==> src/rtl/irqc_pkg.sv <==
package irqc_pkg;

    localparam int CSR_BITS = 5;
    localparam int B_TIE    = 0;
    localparam int B_AIE    = 1;
    localparam int B_TF     = 2;
    localparam int B_AF     = 3;
    localparam int B_MODE   = 4;

    typedef enum logic [1:0] {
        SRC_4096 = 2'd0,
        SRC_64   = 2'd1,
        SRC_1    = 2'd2,
        SRC_1_60 = 2'd3
    } tsrc_e;

    typedef struct packed {
        logic pulse_mode;
        logic af;
        logic tf;
        logic aie;
        logic tie;
    } csr_t;

    function automatic int window_ticks(
        input tsrc_e src,
        input logic  load_is_one,
        input int    fast_short,
        input int    fast_long,
        input int    mid_short,
        input int    slow
    );
        case (src)
            SRC_4096: return load_is_one ? fast_short : fast_long;
            SRC_64:   return load_is_one ? mid_short  : slow;
            default:  return slow;
        endcase
    endfunction

endpackage

==> src/rtl/irqc_csr.sv <==
module irqc_csr
    import irqc_pkg::*;
(
    input  logic                clk,
    input  logic                rst,
    input  logic                wr_en,
    input  logic [CSR_BITS-1:0] wr_bits,
    input  logic                alarm_hit,
    input  logic                timer_done,
    output csr_t                csr
);

    csr_t nxt;

    always_comb begin
        nxt = csr;
        if (wr_en) begin
            nxt.pulse_mode = wr_bits[B_MODE];
            nxt.aie        = wr_bits[B_AIE];
            nxt.tie        = wr_bits[B_TIE];
            nxt.af         = csr.af & wr_bits[B_AF];
            nxt.tf         = csr.tf & wr_bits[B_TF];
        end
        if (alarm_hit)  nxt.af = 1'b1;
        if (timer_done) nxt.tf = 1'b1;
    end

    always_ff @(posedge clk) begin
        if (rst) csr <= '0;
        else     csr <= nxt;
    end

    // a zero written to a flag bit clears it unless a new event arrives
    assert_af_clear_R3: assert property (@(posedge clk) disable iff (rst)
        (wr_en && !wr_bits[B_AF] && !alarm_hit) |=> !csr.af);
    assert_tf_clear_R3: assert property (@(posedge clk) disable iff (rst)
        (wr_en && !wr_bits[B_TF] && !timer_done) |=> !csr.tf);
    // a write never raises a flag
    assert_no_set_by_write_R3: assert property (@(posedge clk) disable iff (rst)
        (!csr.af && !alarm_hit) |=> !csr.af);
    // flags are sticky until a clearing write
    assert_af_sticky_R4: assert property (@(posedge clk) disable iff (rst)
        (csr.af && !(wr_en && !wr_bits[B_AF])) |=> csr.af);
    assert_tf_sticky_R4: assert property (@(posedge clk) disable iff (rst)
        (csr.tf && !(wr_en && !wr_bits[B_TF])) |=> csr.tf);
    assert_event_wins_R4: assert property (@(posedge clk) disable iff (rst)
        timer_done |=> csr.tf);

endmodule

==> src/rtl/irqc_pulse.sv <==
module irqc_pulse
    import irqc_pkg::*;
#(
    parameter int LOAD_W     = 8,
    parameter int FAST_SHORT = 1,
    parameter int FAST_LONG  = 2,
    parameter int MID_SHORT  = 64,
    parameter int SLOW       = 128
) (
    input  logic              clk,
    input  logic              rst,
    input  logic              start,
    input  logic              tick,
    input  tsrc_e             src,
    input  logic [LOAD_W-1:0] load,
    output logic              active
);

    localparam int MAXW  = (SLOW > FAST_LONG) ? SLOW : FAST_LONG;
    localparam int CNT_W = $clog2(MAXW + 1);

    logic [CNT_W-1:0] remain;
    logic             load_is_one;
    int               width;

    assign load_is_one = (load == LOAD_W'(1));
    assign width = window_ticks(src, load_is_one, FAST_SHORT, FAST_LONG, MID_SHORT, SLOW);

    always_ff @(posedge clk) begin
        if (rst)                         remain <= '0;
        else if (start)                  remain <= CNT_W'(width);
        else if (tick && remain != '0)   remain <= remain - 1'b1;
    end

    assign active = (remain != '0);

    // a window opens on the edge that takes the event
    assert_open_on_event_R8: assert property (@(posedge clk) disable iff (rst)
        start |=> active);
    assert_no_spurious_R8: assert property (@(posedge clk) disable iff (rst)
        (!start && !active) |=> !active);
    // the count never exceeds the longest window
    assert_bound_R9: assert property (@(posedge clk) disable iff (rst)
        remain <= CNT_W'(MAXW));
    // the count only holds or falls without a new event
    assert_monotone_R10: assert property (@(posedge clk) disable iff (rst)
        !start |=> remain <= $past(remain));

endmodule

==> src/rtl/irqc_merge.sv <==
module irqc_merge
    import irqc_pkg::*;
(
    input  csr_t csr,
    input  logic pulse_active,
    output logic pull
);

    logic alarm_part;
    logic timer_src;
    logic timer_part;

    always_comb begin
        alarm_part = csr.af & csr.aie;
        timer_src  = csr.pulse_mode ? pulse_active : csr.tf;
        timer_part = timer_src & csr.tie;
        pull       = alarm_part | timer_part;
    end

endmodule

==> src/rtl/irqc_top.sv <==
module irqc_top
    import irqc_pkg::*;
#(
    parameter int DATA_W     = 8,
    parameter int LOAD_W     = 8,
    parameter int FAST_SHORT = 1,
    parameter int FAST_LONG  = 2,
    parameter int MID_SHORT  = 64,
    parameter int SLOW       = 128
) (
    input  logic              clk,
    input  logic              rst,
    input  logic              wr_en,
    input  logic [DATA_W-1:0] wr_data,
    output logic [DATA_W-1:0] rd_data,
    input  logic              alarm_hit,
    input  logic              timer_done,
    input  logic              tick_8k,
    input  logic [1:0]        tmr_src,
    input  logic [LOAD_W-1:0] tmr_load,
    output logic              irq_pull
);

    csr_t csr;
    logic pulse_active;

    irqc_csr u_csr (
        .clk        (clk),
        .rst        (rst),
        .wr_en      (wr_en),
        .wr_bits    (wr_data[CSR_BITS-1:0]),
        .alarm_hit  (alarm_hit),
        .timer_done (timer_done),
        .csr        (csr)
    );

    irqc_pulse #(
        .LOAD_W     (LOAD_W),
        .FAST_SHORT (FAST_SHORT),
        .FAST_LONG  (FAST_LONG),
        .MID_SHORT  (MID_SHORT),
        .SLOW       (SLOW)
    ) u_pulse (
        .clk    (clk),
        .rst    (rst),
        .start  (timer_done),
        .tick   (tick_8k),
        .src    (tsrc_e'(tmr_src)),
        .load   (tmr_load),
        .active (pulse_active)
    );

    irqc_merge u_merge (
        .csr          (csr),
        .pulse_active (pulse_active),
        .pull         (irq_pull)
    );

    assign rd_data = {{(DATA_W-CSR_BITS){1'b0}}, csr};

    // both enables off keeps the line released
    assert_released_R5: assert property (@(posedge clk) disable iff (rst)
        (rd_data[B_AIE] == 1'b0 && rd_data[B_TIE] == 1'b0) |-> !irq_pull);
    // an enabled alarm flag holds the line low
    assert_alarm_level_R6: assert property (@(posedge clk) disable iff (rst)
        (rd_data[B_AF] && rd_data[B_AIE]) |-> irq_pull);
    // in pulse style the line rises together with the timer flag
    assert_pulse_with_flag_R8: assert property (@(posedge clk) disable iff (rst)
        (timer_done && !wr_en && rd_data[B_MODE] && rd_data[B_TIE]) |=> (irq_pull && rd_data[B_TF]));
    // unused bits read zero
    assert_unused_zero_R2: assert property (@(posedge clk) disable iff (rst)
        rd_data[DATA_W-1:CSR_BITS] == '0);

endmodule

==> config.mk <==
export PLATFORM = sky130hd
export DESIGN_NAME = irqc_top
export DESIGN_NICKNAME = d
export VERILOG_FILES = /design/src/rtl/irqc_pkg.sv /design/src/rtl/irqc_csr.sv /design/src/rtl/irqc_pulse.sv /design/src/rtl/irqc_merge.sv /design/src/rtl/irqc_top.sv
export SDC_FILE = /design/constraint.sdc
export NUM_CORES = 1
export LEC_CHECK = 0
export BUFFER_PORTS_ARGS = -buffer_cell sky130_fd_sc_hd__buf_2
export CORE_AREA = 4 4 55 57
export CTS_CLUSTER_DIAMETER = 100
export CTS_CLUSTER_SIZE = 24
export DETAILED_ROUTE_END_ITERATION = 8
export DIE_AREA = 0 0 59 61
export GPL_ROUTABILITY_DRIVEN = 1
export PLACE_DENSITY = 0.59
export SYNTH_ARGS = -nofsm -noshare
export SYNTH_HDL_FRONTEND = slang
export SYNTH_SLANG_ARGS = --single-unit
==> constraint.sdc <==
create_clock -name clk -period 2.6 [get_ports clk]
set_clock_uncertainty 0.15 [all_clocks]
set_input_delay 0.26 -clock clk [delete_from_list [all_inputs] [get_ports clk]]
set_output_delay 0.26 -clock clk [all_outputs]
set_load 0.03 [all_outputs]
==> results.sh, run 1 <==
export IMPL_antenna_found_initial=0
export IMPL_crit_type="flip-flop to primary output"
export IMPL_die_w_um=59
export IMPL_rsz0062_at_grt="false"
export IMPL_cts_sinks=13
export IMPL_cts_tree="yes"
export IMPL_die_h_um=61
export IMPL_cts_root_buf="clkbuf_4"
export IMPL_cp_start_kind="flip-flop"
export IMPL_wl_um=1585
export IMPL_setup_viol=0
export IMPL_syn_to_final_growth_pct=23.47
export IMPL_io_buffers=26
export IMPL_route_detailed_drc=0
export IMPL_avgRoutedWirePerCell_um=11.40
export IMPL_min_path_type="primary input to flip-flop"
export IMPL_finalHoldViolations=0
export IMPL_cts_setup_buffers=0
export IMPL_maxSlewViolCount=0
export IMPL_cp_max_fo=7
export IMPL_die_area_mm2=0.003599
export IMPL_cts_resized=0
export IMPL_placed_area_um2=880.8
export IMPL_synth_top_area_share_pct=35.37
export IMPL_holdWs_ns=0.05415
export IMPL_start_util_pct=29.70
export IMPL_postSynthCellCount=82
export IMPL_drive_gt1_share_pct=35.78
export IMPL_diodes=0
export IMPL_coreArea_mm2=0.002477
export IMPL_clk_path_buf_depth=2
export IMPL_h_tree_depth=1
export IMPL_grt_max_degree=11
export IMPL_grt_pass1_vias=613
export IMPL_max_freq_mhz=445.2
export IMPL_avgSynthCellArea_um2=8.972
export IMPL_grt_first_pass_wirelength_um=2656
export IMPL_synth_warnings=0
export IMPL_track_usage_pct=10.02
export IMPL_crit_required_ns=2.19
export IMPL_nNetsFinal=136
export IMPL_netlist_area_um2=735.7
export IMPL_status="complete, no violations"
export IMPL_clkSlewWorstSetupHoldPaths_ns=0.09
export IMPL_dp_slack_ns=0.6359
export IMPL_worst_skew_pair_late_latency_ns=0.28
export IMPL_finalCritPeriodShare_pct=86.38
export IMPL_worstSetupEndpointType="primary output"
export IMPL_postRouteAntennaNets=0
export IMPL_dr_pass1_iters=4
export IMPL_cts_buffers=3
export IMPL_vias=667
export IMPL_rows=18
export IMPL_setup_tns_ns=0
export IMPL_cap_violations=0
export IMPL_synth_area_top_cells="dfxtp_1, nor2_1, mux2i_1, xnor2_1, a211oi_1"
export IMPL_worst_slack_ns=0.3540
export IMPL_period_needed_ns=2.246
export IMPL_synth_seq_cells=13
export IMPL_overflow=0
export IMPL_via_per_inst=4.799
export IMPL_ios=33
export IMPL_seq_area_frac_synth_pct=35.37
export IMPL_power_density_mw_per_mm2=550.2
export IMPL_drt_iter0_markers=15
export IMPL_power_uw=499.8
export IMPL_synth_distinct_cells=32
export IMPL_vdd_drop_max_mv=0.2679
export IMPL_fin_area_um2=908.4
export IMPL_hold_buffers=0
export IMPL_power_leakage_nw=0.4113
export IMPL_hpwl_um=1303
export IMPL_gp_congestion=0.7854
export IMPL_critPathArrivalTime_ns=1.84
export IMPL_synth_largest_area_cell="dfxtp_1"
worst max-delay path, stage by stage, from the launching register on:
cell	delay (ns)
dfxtp_1	0.34
inv_1	0.11
ha_1	0.17
nor3b_2	0.41
a31oi_1	0.16
a22o_1	0.19
buf_2	0.17
cells in the final DEF, fill, tap and decap left out, types with 3 or more instances in the layout:
cell,synthesis,layout
buf_2,0,26
inv_1,7,7
o21ai_0,3,3
conb_1,1,3
nor2_1,11,11
xnor2_1,4,4
a21oi_1,5,5
dfxtp_1,13,13
clkbuf_4,0,3
mux2i_1,4,4
a211oi_1,4,4
cell families (layout without fill, tap and decap cells):
family	count (synthesis)	in the layout	share of synthesized area, %
AOI/OAI and AO/OA	20	20	19.22
xor gates and xnor gates	4	4	4.761
adders and majority gates	2	2	3.401
other	1	3	0.5097
DFF	13	13	35.37
and+or+nand+nor	26	26	23.64
buffers and inverters	12	37	7.653
muxes	4	4	5.442
report_power, final:
part           internal [mW]  switching [mW]
clock                 0.0571          0.0705
combinational         0.0651          0.0777
sequential             0.214          0.0158
layer usage:
metal,up-vias,share of wire (%),track usage (%)
met5,-,0,0
li1,343,-,-
met4,0,1.4,4.854
met3,2,6.5,4.043
met1,301,46,12.64
met2,21,45,14.83
final cells by class:
cell class	instances	area [um2]
Inverter	7	26.28
Multi-Input combinational cell	59	426.7
Clock buffer	3	22.52
Tap cell	30	37.54
Sequential cell	13	260.3
Fill cell	257	1569
Timing Repair Buffer	26	130.1
Clock inverter	1	5.005
synthesized netlist by cell type, drive strengths merged:
master	number
dfxtp	13
nor2	11
inv	7
a21oi	5
a211oi	4
buf	4
mux2i	4
xnor2	4
nor4	3
o21ai	3
a21o	2
a221oi	2
ha	2
nand2	2
or2	2
a2111oi	1
a22o	1
a31o	1
a31oi	1
clkbuf	1
conb	1
nand2b	1
nand3	1
nand4bb	1
nor3b	1
nor4b	1
or3	1
or4	1
or4b	1
path summary, 6_finish.rpt:
check / start / slack, ns / cells past startpoint / to
worst max-delay path: u_pulse.remain[0] / 0.35 / 6 / irq_pull
worst min-delay path: alarm_hit / 0.05 / 3 / u_csr.csr[3]
worst max register to register: u_pulse.remain[0] / 0.59 / 6 / u_pulse.remain[1]
worst min register to register: u_csr.csr[2] / 0.34 / 2 / u_csr.csr[2]
state kept, by name, indices dropped and copies added, names as in the netlist:
name	count
u_pulse.remain	8
u_csr.csr	5
through the flow:
step           instances  util [%]
2_1_floorplan         84         -
3_3_place_gp         135     35.56
3_5_place_dp         135     35.56
4_1_cts              139     36.67
5_1_grt              139     36.67
6_report             139     36.67
Note: power is estimated with default switching activity, not from simulation.
==> run 2: changes to the inputs <==
--- a/config.mk
+++ b/config.mk
@@ -13,6 +13,7 @@
 export DIE_AREA = 0 0 59 61
 export GPL_ROUTABILITY_DRIVEN = 1
 export PLACE_DENSITY = 0.59
+export REMOVE_ABC_BUFFERS = 1
 export SYNTH_ARGS = -nofsm -noshare
 export SYNTH_HDL_FRONTEND = slang
 export SYNTH_SLANG_ARGS = --single-unit
==> run 2 against run 1 <==
Worst hold slack gained 0.0046 ns. Global-route usage fell by 0.71 points. Sequential share of layout area unchanged. Clock-buffer cell count stayed put. Critical endpoint unchanged. Highest routed layer unchanged.
==> results.sh, run 2 (same netlist as run 1, synthesis figures left out) <==
export IMPL_hold_start="alarm_hit"
export IMPL_max_freq_mhz=439.6
export IMPL_postRouteAntennaNets=0
export IMPL_die_area_mm2=0.003599
export IMPL_power_leakage_nw=0.4113
export IMPL_crit_required_ns=2.19
export IMPL_track_usage_pct=9.307
export IMPL_die_h_um=61
export IMPL_worst_slack_ns=0.3251
export IMPL_critPathArrivalTime_ns=1.86
export IMPL_rsz0062_at_grt="false"
export IMPL_dr_pass1_iters=4
export IMPL_clk_path_buf_depth=2
export IMPL_gp_congestion=0.7869
export IMPL_antenna_found_initial=0
export IMPL_die_w_um=59
export IMPL_cp_start_kind="flip-flop"
export IMPL_finalCritPeriodShare_pct=87.50
export IMPL_overflow=0
export IMPL_cap_violations=0
export IMPL_start_util_pct=29.70
export IMPL_wl_um=1623
export IMPL_setup_tns_ns=0
export IMPL_crit_start="u_pulse.remain[0]"
export IMPL_cts_tree="yes"
export IMPL_h_tree_depth=1
export IMPL_power_uw=500.0
export IMPL_drt_iter0_markers=10
export IMPL_finalHoldViolations=0
export IMPL_cts_setup_buffers=0
export IMPL_worst_skew_pair_late_latency_ns=0.28
export IMPL_nNetsFinal=136
export IMPL_setup_viol=0
export IMPL_largest_reg_flops=8
export IMPL_grt_first_pass_wirelength_um=2594
export IMPL_final_cell_mix="buf_2, dfxtp_1, nor2_1"
export IMPL_rows=18
export IMPL_hold_buffers=0
export IMPL_ios=33
export IMPL_internal_power_uw=335.7
export IMPL_via_per_inst=4.727
export IMPL_avgRoutedWirePerCell_um=11.68
export IMPL_diodes=0
export IMPL_worstSetupEndpointType="primary output"
export IMPL_dp_slack_ns=0.6191
export IMPL_pwr_share_seq_pct=46.0
export IMPL_status="complete, no violations"
export IMPL_sw_frac_of_total_pct=32.86
export IMPL_power_density_mw_per_mm2=550.5
export IMPL_fillers=265
export IMPL_route_detailed_drc=0
export IMPL_vdd_drop_max_mv=0.3297
export IMPL_vias=657
export IMPL_busiest_layer="met2"
export IMPL_cts_sinks=13
export IMPL_maxSlewViolCount=0
export IMPL_hpwl_um=1329
export IMPL_cp_max_fo=7
export IMPL_power_frac_comb_pct=28.7
export IMPL_final_common_cell="buf_2"
export IMPL_p_clk_share_pct=25.4
export IMPL_met3_usage_pct=4.043
export IMPL_top_register="u_pulse.remain"
export IMPL_io_buffers=26
export IMPL_cts_resized=0
export IMPL_power_switching_uw=164.3
export IMPL_grt_max_degree=11
export IMPL_grt_use_met1_pct=12.76
export IMPL_coreArea_mm2=0.002477
export IMPL_cts_root_buf="clkbuf_4"
export IMPL_top_regs="u_pulse.remain (8), u_csr.csr (5)"
export IMPL_grt_pass1_vias=614
export IMPL_cts_buffers=3
export IMPL_clkSlewWorstSetupHoldPaths_ns=0.08
export IMPL_period_needed_ns=2.275
export IMPL_holdWs_ns=0.05879
export IMPL_r2r_start="u_pulse.remain[0]"
export IMPL_drive_gt1_share_pct=35.78
export IMPL_syn_to_final_growth_pct=23.47
export IMPL_crit_type="flip-flop to primary output"
export IMPL_min_path_type="primary input to flip-flop"
export IMPL_use_met2_pct=13.56
[run 2: cell type report]
| type | instances | area [um2] | share of cell area [%] |
|---|---|---|---|
| clock inverters | 1 | 5.005 | 0.5510 |
| clock buffers | 3 | 22.52 | 2.479 |
| repair buffers | 26 | 130.1 | 14.33 |
| flip-flops and latches | 13 | 260.3 | 28.65 |
| multi-input cells | 59 | 426.7 | 46.97 |
| inverters | 7 | 26.28 | 2.893 |
| well taps | 30 | 37.54 | 4.132 |
[run 2: worst max-delay path, cell delays in order, from the launching register on]
cell     delay, ns
dfxtp_1       0.35
inv_1         0.11
ha_1          0.16
nor3b_2       0.43
a31oi_1       0.17
a22o_1        0.20
buf_2         0.17
[run 2: power by group through the flow]
| stage | clock, mW | combinational [mW] | sequential [mW] |
|---|---|---|---|
| CTS | 0.134 | 0.144 | 0.230 |
| finish | 0.127 | 0.143 | 0.230 |
| global placement | 0 | 0.139 | 0.233 |
| global route | 0.140 | 0.159 | 0.232 |
| detailed placement | 0 | 0.143 | 0.234 |
| floorplan | 0 | 0.0947 | 0.241 |
[run 2: stage by stage]
stage / cell area [um2] / utilization (%) / cells
final: 908.4 / 36.67 / 139
after global routing: 908.4 / 36.67 / 139
after CTS: 908.4 / 36.67 / 139
after detailed placement: 880.8 / 35.56 / 135
after global placement: 880.8 / 35.56 / 135
after floorplan: 713.2 / - / 79
[run 2: path summary, 6_finish.rpt]
check | to | slack, ns | depth (start not counted)
max | irq_pull | 0.33 | 6
min | u_csr.csr[3] | 0.06 | 3
max reg2reg | u_pulse.remain[0] | 0.57 | 6
min reg2reg | u_csr.csr[3] | 0.36 | 2
[run 2: routing by layer]
layer,routed length (um),share of wire [%]
met5,0,0
met4,21,1.3
met3,106,6.5
met2,737,45
met1,758,47
==> run 3: changes to the inputs <==
--- a/config.mk
+++ b/config.mk
@@ -6,11 +6,11 @@
 export NUM_CORES = 1
 export LEC_CHECK = 0
 export BUFFER_PORTS_ARGS = -buffer_cell sky130_fd_sc_hd__buf_2
-export CORE_AREA = 4 4 55 57
+export CORE_AREA = 4 4 61 52
 export CTS_CLUSTER_DIAMETER = 100
 export CTS_CLUSTER_SIZE = 24
 export DETAILED_ROUTE_END_ITERATION = 8
-export DIE_AREA = 0 0 59 61
+export DIE_AREA = 0 0 65 56
 export GPL_ROUTABILITY_DRIVEN = 1
 export PLACE_DENSITY = 0.59
 export REMOVE_ABC_BUFFERS = 1
==> run 3 against run 2 <==
Wire length fell by 1.7%. Final cell count rose by 5.8%. Critical path depth did not move. Die area rose by 1.1%. Critical path type unchanged. Highest routed layer unchanged.
==> results.sh, run 3 (same netlist as run 1, synthesis figures left out) <==
export IMPL_max_stage_delay_ns=0.42
export IMPL_period_needed_ns=2.249
export IMPL_power_density_mw_per_mm2=541.4
export IMPL_route_detailed_drc=0
export IMPL_dp_slack_ns=0.6282
export IMPL_start_util_pct=28.12
export IMPL_cts_buffers=3
export IMPL_max_freq_mhz=444.6
export IMPL_critPathArrivalTime_ns=1.84
export IMPL_diodes=0
export IMPL_die_area_mm2=0.003640
export IMPL_finalHoldViolations=0
export IMPL_track_usage_pct=10.04
export IMPL_grt_max_degree=11
export IMPL_final_common_cell="buf_2"
export IMPL_worstSetupEndpointType="primary output"
export IMPL_power_leakage_nw=0.4113
export IMPL_cts_tree="yes"
export IMPL_hold_buffers=0
export IMPL_overflow=0
export IMPL_drive_gt1_share_pct=35.78
export IMPL_rsz0062_at_grt="false"
export IMPL_cts_setup_buffers=0
export IMPL_cts_resized=0
export IMPL_top_regs="u_pulse.remain (8), u_csr.csr (5)"
export IMPL_via_per_inst=4.599
export IMPL_worst_slack_ns=0.3506
export IMPL_grt_first_pass_wirelength_um=2918
export IMPL_critPathTopFamily="simple AND/OR/NAND/NOR gates"
export IMPL_clkSlewWorstSetupHoldPaths_ns=0.08
export IMPL_clk_path_buf_depth=2
export IMPL_vias=676
export IMPL_cap_violations=0
export IMPL_avgRoutedWirePerCell_um=10.86
export IMPL_io_buffers=26
export IMPL_cts_root_buf="clkbuf_4"
export IMPL_hpwl_um=1290
export IMPL_drt_iter0_markers=16
export IMPL_vdd_drop_max_mv=0.2436
export IMPL_cp_cell_sequence="inv_1 -> ha_1 -> nor3b_2 -> a31oi_1 -> a22o_1 -> buf_2"
export IMPL_largest_reg_flops=8
export IMPL_grt_pass1_vias=674
export IMPL_cp_max_fo=7
export IMPL_postRouteAntennaNets=0
export IMPL_setup_tns_ns=0
export IMPL_nNetsFinal=136
export IMPL_antenna_found_initial=0
export IMPL_cp_start_kind="flip-flop"
export IMPL_dr_pass1_iters=4
export IMPL_critPathSlowestCell="nor3b_2"
export IMPL_crit_buf_inv=2
export IMPL_layoutNonFillerInstCount=147
export IMPL_worst_skew_pair_late_latency_ns=0.28
export IMPL_dp_cells=143
export IMPL_status="complete, no violations"
export IMPL_crit_type="flip-flop to primary output"
export IMPL_cts_sinks=13
export IMPL_gp_congestion=0.8110
export IMPL_wl_um=1596
export IMPL_setup_viol=0
export IMPL_die_w_um=65
export IMPL_crit_required_ns=2.19
export IMPL_min_path_type="primary input to flip-flop"
export IMPL_ios=33
export IMPL_h_tree_depth=1
export IMPL_finalCritPeriodShare_pct=86.51
export IMPL_coreArea_mm2=0.002616
export IMPL_syn_to_final_growth_pct=24.83
export IMPL_maxSlewViolCount=0
export IMPL_die_h_um=56
export IMPL_top_register="u_pulse.remain"
export IMPL_rows=17
export IMPL_post_route_util_pct=35.10
export IMPL_final_cell_mix="buf_2, dfxtp_1, nor2_1"
## run 3: cell counts in the layout (fill, tap and decap cells not counted)
No cell type changed its count.
## run 3: through the flow
step           total power, mW  hold slack, ns  area, um2
6_report                0.4972         0.06533      918.4
3_3_place_gp            0.3728          0.3325      890.9
5_1_grt                 0.5385         0.07031      918.4
3_5_place_dp            0.3765          0.3429      890.9
2_1_floorplan           0.3357          0.1791      713.2
4_1_cts                 0.5079         0.04889      918.4
## run 3: final timing paths
path                        to               from  depth (start not counted)  slack, ns
min reg2reg       u_csr.csr[3]       u_csr.csr[3]                          2       0.37
min               u_csr.csr[3]          alarm_hit                          3       0.07
max reg2reg  u_pulse.remain[0]  u_pulse.remain[0]                          6       0.60
max                   irq_pull  u_pulse.remain[0]                          6       0.35
## run 3: tightest hold or removal path: stages
cell	delay, ns
buf_2	0.09
inv_1	0.04
a21oi_1	0.05
## run 3: power by group
group | switching (mW) | internal [mW] | total [mW]
sequential | 0.0167 | 0.214 | 0.230
clock | 0.0686 | 0.0570 | 0.126
combinational | 0.0764 | 0.0649 | 0.141
total | 0.162 | 0.335 | 0.497
## run 3: cell type report
cell class              instances  area (um2)
inverters                       7       26.28
multi-input cells              59       426.7
repair buffers                 26       130.1
well taps                      38       47.55
flip-flops and latches         13       260.3
fillers                       280        1698
clock buffers                   3       22.52
clock inverters                 1       5.005
## run 3: layer usage
metal / share of wire [%] / GRT usage (%) / wire length, um / vias to the layer above
li1: - / - / - / 341
met1: 46 / 12.74 / 741 / 313
met2: 45 / 15.74 / 723 / 20
met5: 0 / 0 / 0 / -
met3: 7.2 / 3.838 / 115 / 2
met4: 0.94 / 2.711 / 15 / 0
